==> config.mk <==
export PLATFORM = sky130hd
export DESIGN_NAME = zt_pipe_sram
export DESIGN_NICKNAME = d
export VERILOG_FILES = /design/src/rtl/zt_pipe_sram.sv
export SDC_FILE = /design/constraint.sdc
export NUM_CORES = 1
export LEC_CHECK = 0
export ABC_AREA = 1
export BUFFER_PORTS_ARGS = -buffer_cell sky130_fd_sc_hd__buf_4
export CAP_MARGIN = 5
export CORE_ASPECT_RATIO = 0.75
export CORE_UTILIZATION = 30
export DETAILED_ROUTE_END_ITERATION = 10
export PLACE_DENSITY = 0.53
export SLEW_MARGIN = 10
export SYNTH_ARGS = -nofsm -noshare
export SYNTH_HDL_FRONTEND = slang
export SYNTH_SLANG_ARGS = --single-unit
export TNS_END_PERCENT = 5
==> constraint.sdc <==
create_clock -name clk -period 1.6 [get_ports clk]
set_input_delay 0 -clock clk [delete_from_list [all_inputs] [get_ports clk]]
set_output_delay 0 -clock clk [all_outputs]
set_load 0.01 [all_outputs]
==> src/rtl/zt_pipe_sram.sv <==
module zt_pipe_sram #(
  parameter int ADDR_W = 5,
  parameter int LANES  = 2,
  parameter int LANE_W = 9
) (
  input  logic                     clk,
  input  logic                     rst,
  input  logic                     cke_n,
  input  logic                     sel_a_n,
  input  logic                     sel_b,
  input  logic                     sel_c_n,
  input  logic                     adv,
  input  logic                     wr_n,
  input  logic [LANES-1:0]         lane_wr_n,
  input  logic                     order_ilv,
  input  logic [ADDR_W-1:0]        addr,
  input  logic [LANES*LANE_W-1:0]  din,
  input  logic                     oe_n,
  output logic [LANES*LANE_W-1:0]  dout,
  output logic                     dout_en
);
  localparam int DATA_W = LANES * LANE_W;
  localparam int DEPTH  = 1 << ADDR_W;

  logic [DATA_W-1:0] mem [DEPTH];

  wire go      = !cke_n;
  wire chip_on = !sel_a_n && sel_b && !sel_c_n;
  wire start   = !adv && chip_on;

  logic              bst_act, bst_wr;
  logic [1:0]        bst_cnt, bst_lo0;
  logic [ADDR_W-1:2] bst_hi;

  wire [1:0] nxt_cnt = bst_cnt + 2'd1;
  wire [1:0] step_lo = order_ilv ? (bst_lo0 ^ nxt_cnt) : (bst_lo0 + nxt_cnt);
  wire       step    = adv && bst_act;

  always_ff @(posedge clk) begin
    if (rst) begin
      bst_act <= 1'b0;
    end else if (go) begin
      if (!adv) begin
        bst_act <= chip_on;
        bst_cnt <= 2'd0;
        bst_lo0 <= addr[1:0];
        bst_hi  <= addr[ADDR_W-1:2];
        bst_wr  <= !wr_n;
      end else if (bst_act) begin
        bst_cnt <= nxt_cnt;
      end
    end
  end

  logic              s1_v, s1_wr, s2_v, s2_wr;
  logic [ADDR_W-1:0] s1_addr, s2_addr;
  logic [LANES-1:0]  s1_be, s2_be;

  always_ff @(posedge clk) begin
    if (rst) begin
      s1_v <= 1'b0;
      s2_v <= 1'b0;
    end else if (go) begin
      s1_v    <= start || step;
      s1_wr   <= start ? !wr_n : bst_wr;
      s1_addr <= start ? addr : {bst_hi, step_lo};
      s1_be   <= ~lane_wr_n;
      s2_v    <= s1_v;
      s2_wr   <= s1_wr;
      s2_addr <= s1_addr;
      s2_be   <= s1_be;
    end
  end

  wire commit = go && s2_v && s2_wr;
  wire fwd_hit = s2_v && s2_wr && (s2_addr == s1_addr);
  logic [DATA_W-1:0] rd_word;

  always_comb begin
    rd_word = mem[s1_addr];
    for (int i = 0; i < LANES; i++)
      if (fwd_hit && s2_be[i]) rd_word[i*LANE_W +: LANE_W] = din[i*LANE_W +: LANE_W];
  end

  always_ff @(posedge clk) begin
    if (commit)
      for (int i = 0; i < LANES; i++)
        if (s2_be[i]) mem[s2_addr][i*LANE_W +: LANE_W] <= din[i*LANE_W +: LANE_W];
  end

  logic [DATA_W-1:0] rd_q;
  always_ff @(posedge clk)
    if (go && s1_v && !s1_wr) rd_q <= rd_word;

  assign dout    = rd_q;
  assign dout_en = s2_v && !s2_wr && !oe_n;

  assert_read_drive_R1: assert property (@(posedge clk) disable iff (rst)
    (go && start && wr_n) ##1 go |=> (dout_en || oe_n));

  assert_stall_hold_R3: assert property (@(posedge clk) disable iff (rst)
    cke_n |=> $stable(dout));

  assert_desel_quiet_R7: assert property (@(posedge clk) disable iff (rst)
    (go && !adv && !chip_on) ##1 go |=> !dout_en);

  assert_write_quiet_R8: assert property (@(posedge clk) disable iff (rst)
    (go && start && !wr_n) ##1 go |=> !dout_en);

  assert_reset_quiet_R9: assert property (@(posedge clk) disable iff (rst)
    $past(rst) |-> !dout_en);
endmodule

==> impl_metrics.ini, run 1 <==
[status]
status = finished with violations
violations = negative setup slack

[synth]
synth_area_per_cell_sq_um = 10.80
syn-cell-area_sq_mm = 0.02623
synth_nets = 2466
ys_seq_elements = 621
ys_seq_area_frac = 0.7097
synth_cell_type_count = 27
ys_warn_count = 0
synthCells = 2430

[worst_setup_path]
cp_max_fo = 9
worstPathArrival_ns = 2.39
crit_path_end_kind = flip-flop
path_class = flip-flop to flip-flop
r2r_slack_ns = -0.41
reg2reg_from = s1_addr[0]
cp.required_ns = 1.99
r2r_end = dout[7]
rr_worst_depth = 12
critPathLaunchType = flip-flop

[power_and_ir_drop]
power.density_mw_per_mm2 = 1045
ir_drop_mv = 0.9028
leakage_uw = 0.01290

[finish]
drive_above_1_share = 0.1773
nets = 2719
syn_to_final_growth_pct = 24.66
final_common_cell = nand2_1
final_util = 0.3793
final_cell_mix = 949 x nand2_1, 618 x edfxtp_1, 337 x nand3_1, 190 x buf_4, 176 x inv_1
instances_no_fill = 3871

[die]
fp.dieW_um = 343.5
io_pins = 54
fp.coreArea_sq_mm = 0.08622
initial_core_util = 0.3042
die_h_um = 258.1
die_area_sq_mm = 0.08864
num_rows = 93

[clock_network]
tritoncts = yes
cts.clk_slew.worst_paths_ns = 0.07
cts_max_path_buffers = 3
cts-htree-levels = 2
cts_sinks = 621
cts_made_buffers = 58
clock_latency_ns = 0.63
cts-root-buf = clkbuf_16

[detailed_routing]
ant_nets = 0
post_drt_wl_per_cell_um = 19.57
routed_wl_um = 75750
drc = 0
vias = 18510
viasPerCell = 4.782
drtIter0Drc = 1740
first_pass_iters = 5

[sta]
timing.final.crit_share = 1.255
final_hold_viol_count = 0
setup_viol = 536
hold_ws_ns = 0.08635
period_needed_ns = 2.009
worstMarginPinSlew_ns = 0.6183
maxSlewViolCount = 0
max_freq_mhz = 497.9
setup_slack_ns = -0.4085
slew_headroom = 0.5863
rsz0062_at_grt = true
tns_ns = -37.05
skew_ns = 0.02938

[grt]
antenna_found_initial = 3
grt_pass1_wl_um = 114600
grt_pass1_vias = 18030
grt_max_degree = 60
track_usage = 0.1713
grt_overflow = 0

[hold_path]
hold_path.class = primary input to flip-flop
whs_endpoint = s1_addr[3]
hold_start = sel_b
hold_path_depth = 4

[run]
maxCapViolCount = 0

[placed_design]
io_buffers = 53
routabilityCongestion = 0.8888
place_ws_ns = -0.5446
place_inst = 3708
place_hpwl_um = 47830
## critical path: stages (launching register included)
cell       delay (ns)
edfxtp_1         0.42
buf_12           0.19
inv_16           0.08
bufbuf_16        0.28
buf_4            0.15
nand2_1          0.05
nand3_1          0.07
nand2_2          0.10
nand2_1          0.05
nand3_1          0.07
nand3_2          0.14
nand3_2          0.09
nand2_1          0.05
## Yosys cell counts
library cell  number  share of area
mux2_2             4         0.0017
ha_1               1        0.00048
buf_6             11         0.0047
dfxtp_1            3         0.0023
xnor2_1            3         0.0010
nor3_2             1        0.00038
o21ai_0           11         0.0021
buf_1             16         0.0023
clkbuf_1          29         0.0041
nor3_1            10         0.0019
xor2_1             3         0.0010
and3_1             1        0.00024
clkinv_1           4        0.00057
nand2_1          961           0.14
o21a_1             1        0.00029
nand3_1          384          0.073
nor3b_1            2        0.00057
inv_1            178          0.025
buf_4              6         0.0017
o211ai_1           6         0.0017
inv_2              4        0.00057
edfxtp_1         618           0.71
nor2_1            97          0.014
buf_2             67          0.013
nor4_1             1        0.00024
nand4_1            4        0.00095
a21oi_1            4        0.00076
## layout make-up
cell class | count | area, sq um
flip-flops and latches | 621 | 18620
inverters | 186 | 721.9
clock inverters | 30 | 271.5
fillers | 8266 | 53520
multi-input cells | 1494 | 6678
clock buffers | 77 | 1604
diodes | 1 | 2.502
repair buffers | 322 | 3379
well taps | 1140 | 1426
## through the flow
step | total power, uW | area [sq um]
3_3_place_gp | 20350 | 29470
5_1_grt | 35330 | 32700
6_report | 34180 | 32700
2_1_floorplan | 19300 | 26230
4_1_cts | 34460 | 32450
3_5_place_dp | 20360 | 29470
## logic make-up after synthesis
logic type | share of synthesized area
mux | 0.001717
fa+ha+maj | 0.0004769
simple gates | 0.2289
xor+xnor | 0.002004
flops | 0.7097
compound gates | 0.004865
buf+inv | 0.05227
## what timing repair did
item | CTS | global route
hold buffers | 34 | 1
hold endpoints to repair | 637 | 3
buffers inserted | 10 | 3
gates cloned | 8 | 1
pin swaps | 8 | 7
gates resized for setup | 115 | 71
setup endpoints to repair | 534 | 599
## power breakdown
group          leakage [uW]  total [uW]  switching (uW)  internal, uW
registers           0.00559       18000            31.7         17900
clock network      0.000924       13900            6090          7820
logic               0.00639        2320            1470           851
total                0.0129       34200            7590         26600
## layer usage
| layer | part of all wire | track usage |
|---|---|---|
| met5 | 0 | 0 |
| met4 | 0.016 | 0.03691 |
| met3 | 0.071 | 0.02761 |
| met2 | 0.44 | 0.2570 |
| met1 | 0.47 | 0.2585 |
## flip-flops by register name, indices dropped and copies added (netlist names), 2 cells and up
signal and cells:
s2_be 2, s1_addr 5, bst_lo0 2, bst_cnt 2, dout 18, mem 576
s1_be 2, s2_addr 5, bst_hi 3
## how the worst max path moves through the flow
stage | end | start | cells past startpoint | slack [ns]
4_1_cts | dout[15] | s1_addr[0] | 7 | -0.37
6_report | dout[7] | s1_addr[0] | 12 | -0.41
3_3_place_gp | dout[14] | s1_addr[1] | 7 | -0.54
2_1_floorplan | mem[28][0] | s2_addr[2] | 4 | -0.13
3_5_place_dp | dout[15] | s1_addr[1] | 7 | -0.54
5_1_grt | dout[17] | s1_addr[0] | 12 | -0.46
Note: power is estimated with default switching activity, not from simulation.
==> run 2, diff against run 1 <==
CORE_MARGIN = 2   (was default)
==> run 2 against run 1 <==
The run still ends with negative setup slack left. Clock skew down 0.0029 ns. Register-to-register slack better by 0.04 ns. Clock power about the same. Die area up 1.4%. Worst setup slack better by 0.039 ns. Highest routed layer is now met5.
==> impl_metrics.ini, run 2 (synthesis gave the netlist of run 1 again) <==
[worst_setup_path]
path_class = flip-flop to flip-flop
critPathLaunch = s1_addr[0]
worstPathArrival_ns = 2.35
cp_max_fo = 8
cpPeakStageDelay_ns = 0.44
critical_path.slowest_cell = edfxtp_1
cp.required_ns = 1.98
reg2reg_from = s1_addr[0]
critPathLaunchType = flip-flop
crit_path_end_kind = flip-flop
crit_path_cell_trace = buf_12, inv_16, buf_16, buf_4, nand2_1, nand3_1, nand3_2, nand3_4, nand3_4, nand3_1, nand2_1

[sta]
setup_slack_ns = -0.3697
final_hold_viol_count = 0
maxSlewViolCount = 0
period_needed_ns = 1.970
slew_headroom = 0.5954
setup_viol = 431
worstMarginPinSlew_ns = 0.6047
timing.final.crit_share = 1.231
skew_ns = 0.02645
rsz0062_at_grt = true
max_freq_mhz = 507.7

[die]
die_h_um = 260.1
num_rows = 93
fp.coreArea_sq_mm = 0.08622
io_pins = 54
initial_core_util = 0.3042
fp.dieW_um = 345.5
die_area_sq_mm = 0.08985

[status]
violations = negative setup slack
status = finished with violations

[finish]
syn_to_final_growth_pct = 26.74
regMostFlops = mem
final_common_cell = nand2_1
nets = 2711
largest_reg_flops = 576
drive_above_1_share = 0.2028
antennaDiodeCount = 0
final_cell_mix = 928 x nand2_1, 618 x edfxtp_1, 300 x nand3_1, 175 x inv_1, 143 x buf_4
instances_no_fill = 3862

[grt]
grt_max_degree = 41
grt_pass1_wl_um = 112800
track_usage = 0.1658
grt_pass1_vias = 17930
grt_overflow = 0
antenna_found_initial = 2

[power_and_ir_drop]
power_uw = 34280
power.density_mw_per_mm2 = 1031
leakage_uw = 0.01303
ir_drop_mv = 0.8696

[placed_design]
routabilityCongestion = 0.8412
place_inst = 3693
io_buffers = 53
place_hpwl_um = 47330

[clock_network]
cts-root-buf = clkbuf_16
cts_made_buffers = 58
cts.clk_slew.worst_paths_ns = 0.06
cts-htree-levels = 2
cts_max_path_buffers = 3
cts_sinks = 621
tritoncts = yes
clock_latency_ns = 0.65

[detailed_routing]
ant_nets = 0
routed_wl_um = 75800
vias = 18370
drc = 0
drtIter0Drc = 1873
post_drt_wl_per_cell_um = 19.63
first_pass_iters = 5
viasPerCell = 4.757

[run]
maxCapViolCount = 0

[hold_path]
hold_path.class = primary input to flip-flop
hold_start = sel_a_n
run 2: cell count changes in the layout (fill, tap and decap cells not counted), moves of 6 or more:
cell,previous run,this run
buf_6,45,76
nand2_1,949,928
nand2_2,11,31
nor2_1,62,47
nor2_2,27,40
nand3_1,337,300
nand3_4,0,11
buf_4,190,143
nand3_2,47,73
buf_8,5,11
run 2: metrics by stage:
stage          setup slack [ns]  setup TNS (ns)  hold WS, ns  utilization  cell area, sq um
2_1_floorplan           -0.1300          -57.95      0.04948            -             26230
3_3_place_gp            -0.5367          -26.02       0.1877       0.3398             29300
3_5_place_dp            -0.5611          -28.46       0.1899       0.3398             29300
4_1_cts                 -0.3270          -14.32      0.04955       0.3777             32570
5_1_grt                 -0.4398          -76.23      0.06391       0.3856             33250
6_report                -0.3697          -39.52     0.008500       0.3856             33250
run 2: layout make-up:
cell class	count	area [sq um]
multi-input cells	1494	7064
flip-flops and latches	621	18620
inverters	186	725.7
well taps	1140	1426
clock inverters	35	307.8
clock buffers	72	1545
repair inverters	1	3.754
repair buffers	313	3556
fillers	8232	52980
run 2: what timing repair did:
item	4_1_cts	5_1_grt
hold buffers	35	0
cloned	7	5
resized for setup	180	153
endpoints found under the setup margin	375	602
pin swaps	18	19
setup buffers	11	5
endpoints found under the hold margin	637	0
run 2: power by group:
part | total (uW) | internal, uW | switching, uW
registers | 18000 | 17900 | 29.9
logic | 2450 | 921 | 1530
clock network | 13900 | 7640 | 6230
run 2: per-layer routing:
layer / routed length [um] / global-route usage
met4: 1638 / 0.04386
met5: 13 / 0
met2: 33080 / 0.2523
met1: 36040 / 0.2428
met3: 5031 / 0.03018
run 2: critical path: cells and delay by family, from the launching register on:
kind | cells | cell delay [ns]
flops | 1 | 0.44
simple gates | 7 | 0.65
buf+inv | 4 | 0.60
run 2: final timing paths:
check             endpoint  slack, ns  cells after the start
setup reg to reg   dout[5]      -0.37                     11
hold reg to reg   s2_be[0]       0.43                      0
hold / removal       s1_wr      0.008                      5
setup / recovery   dout[5]      -0.37                     11
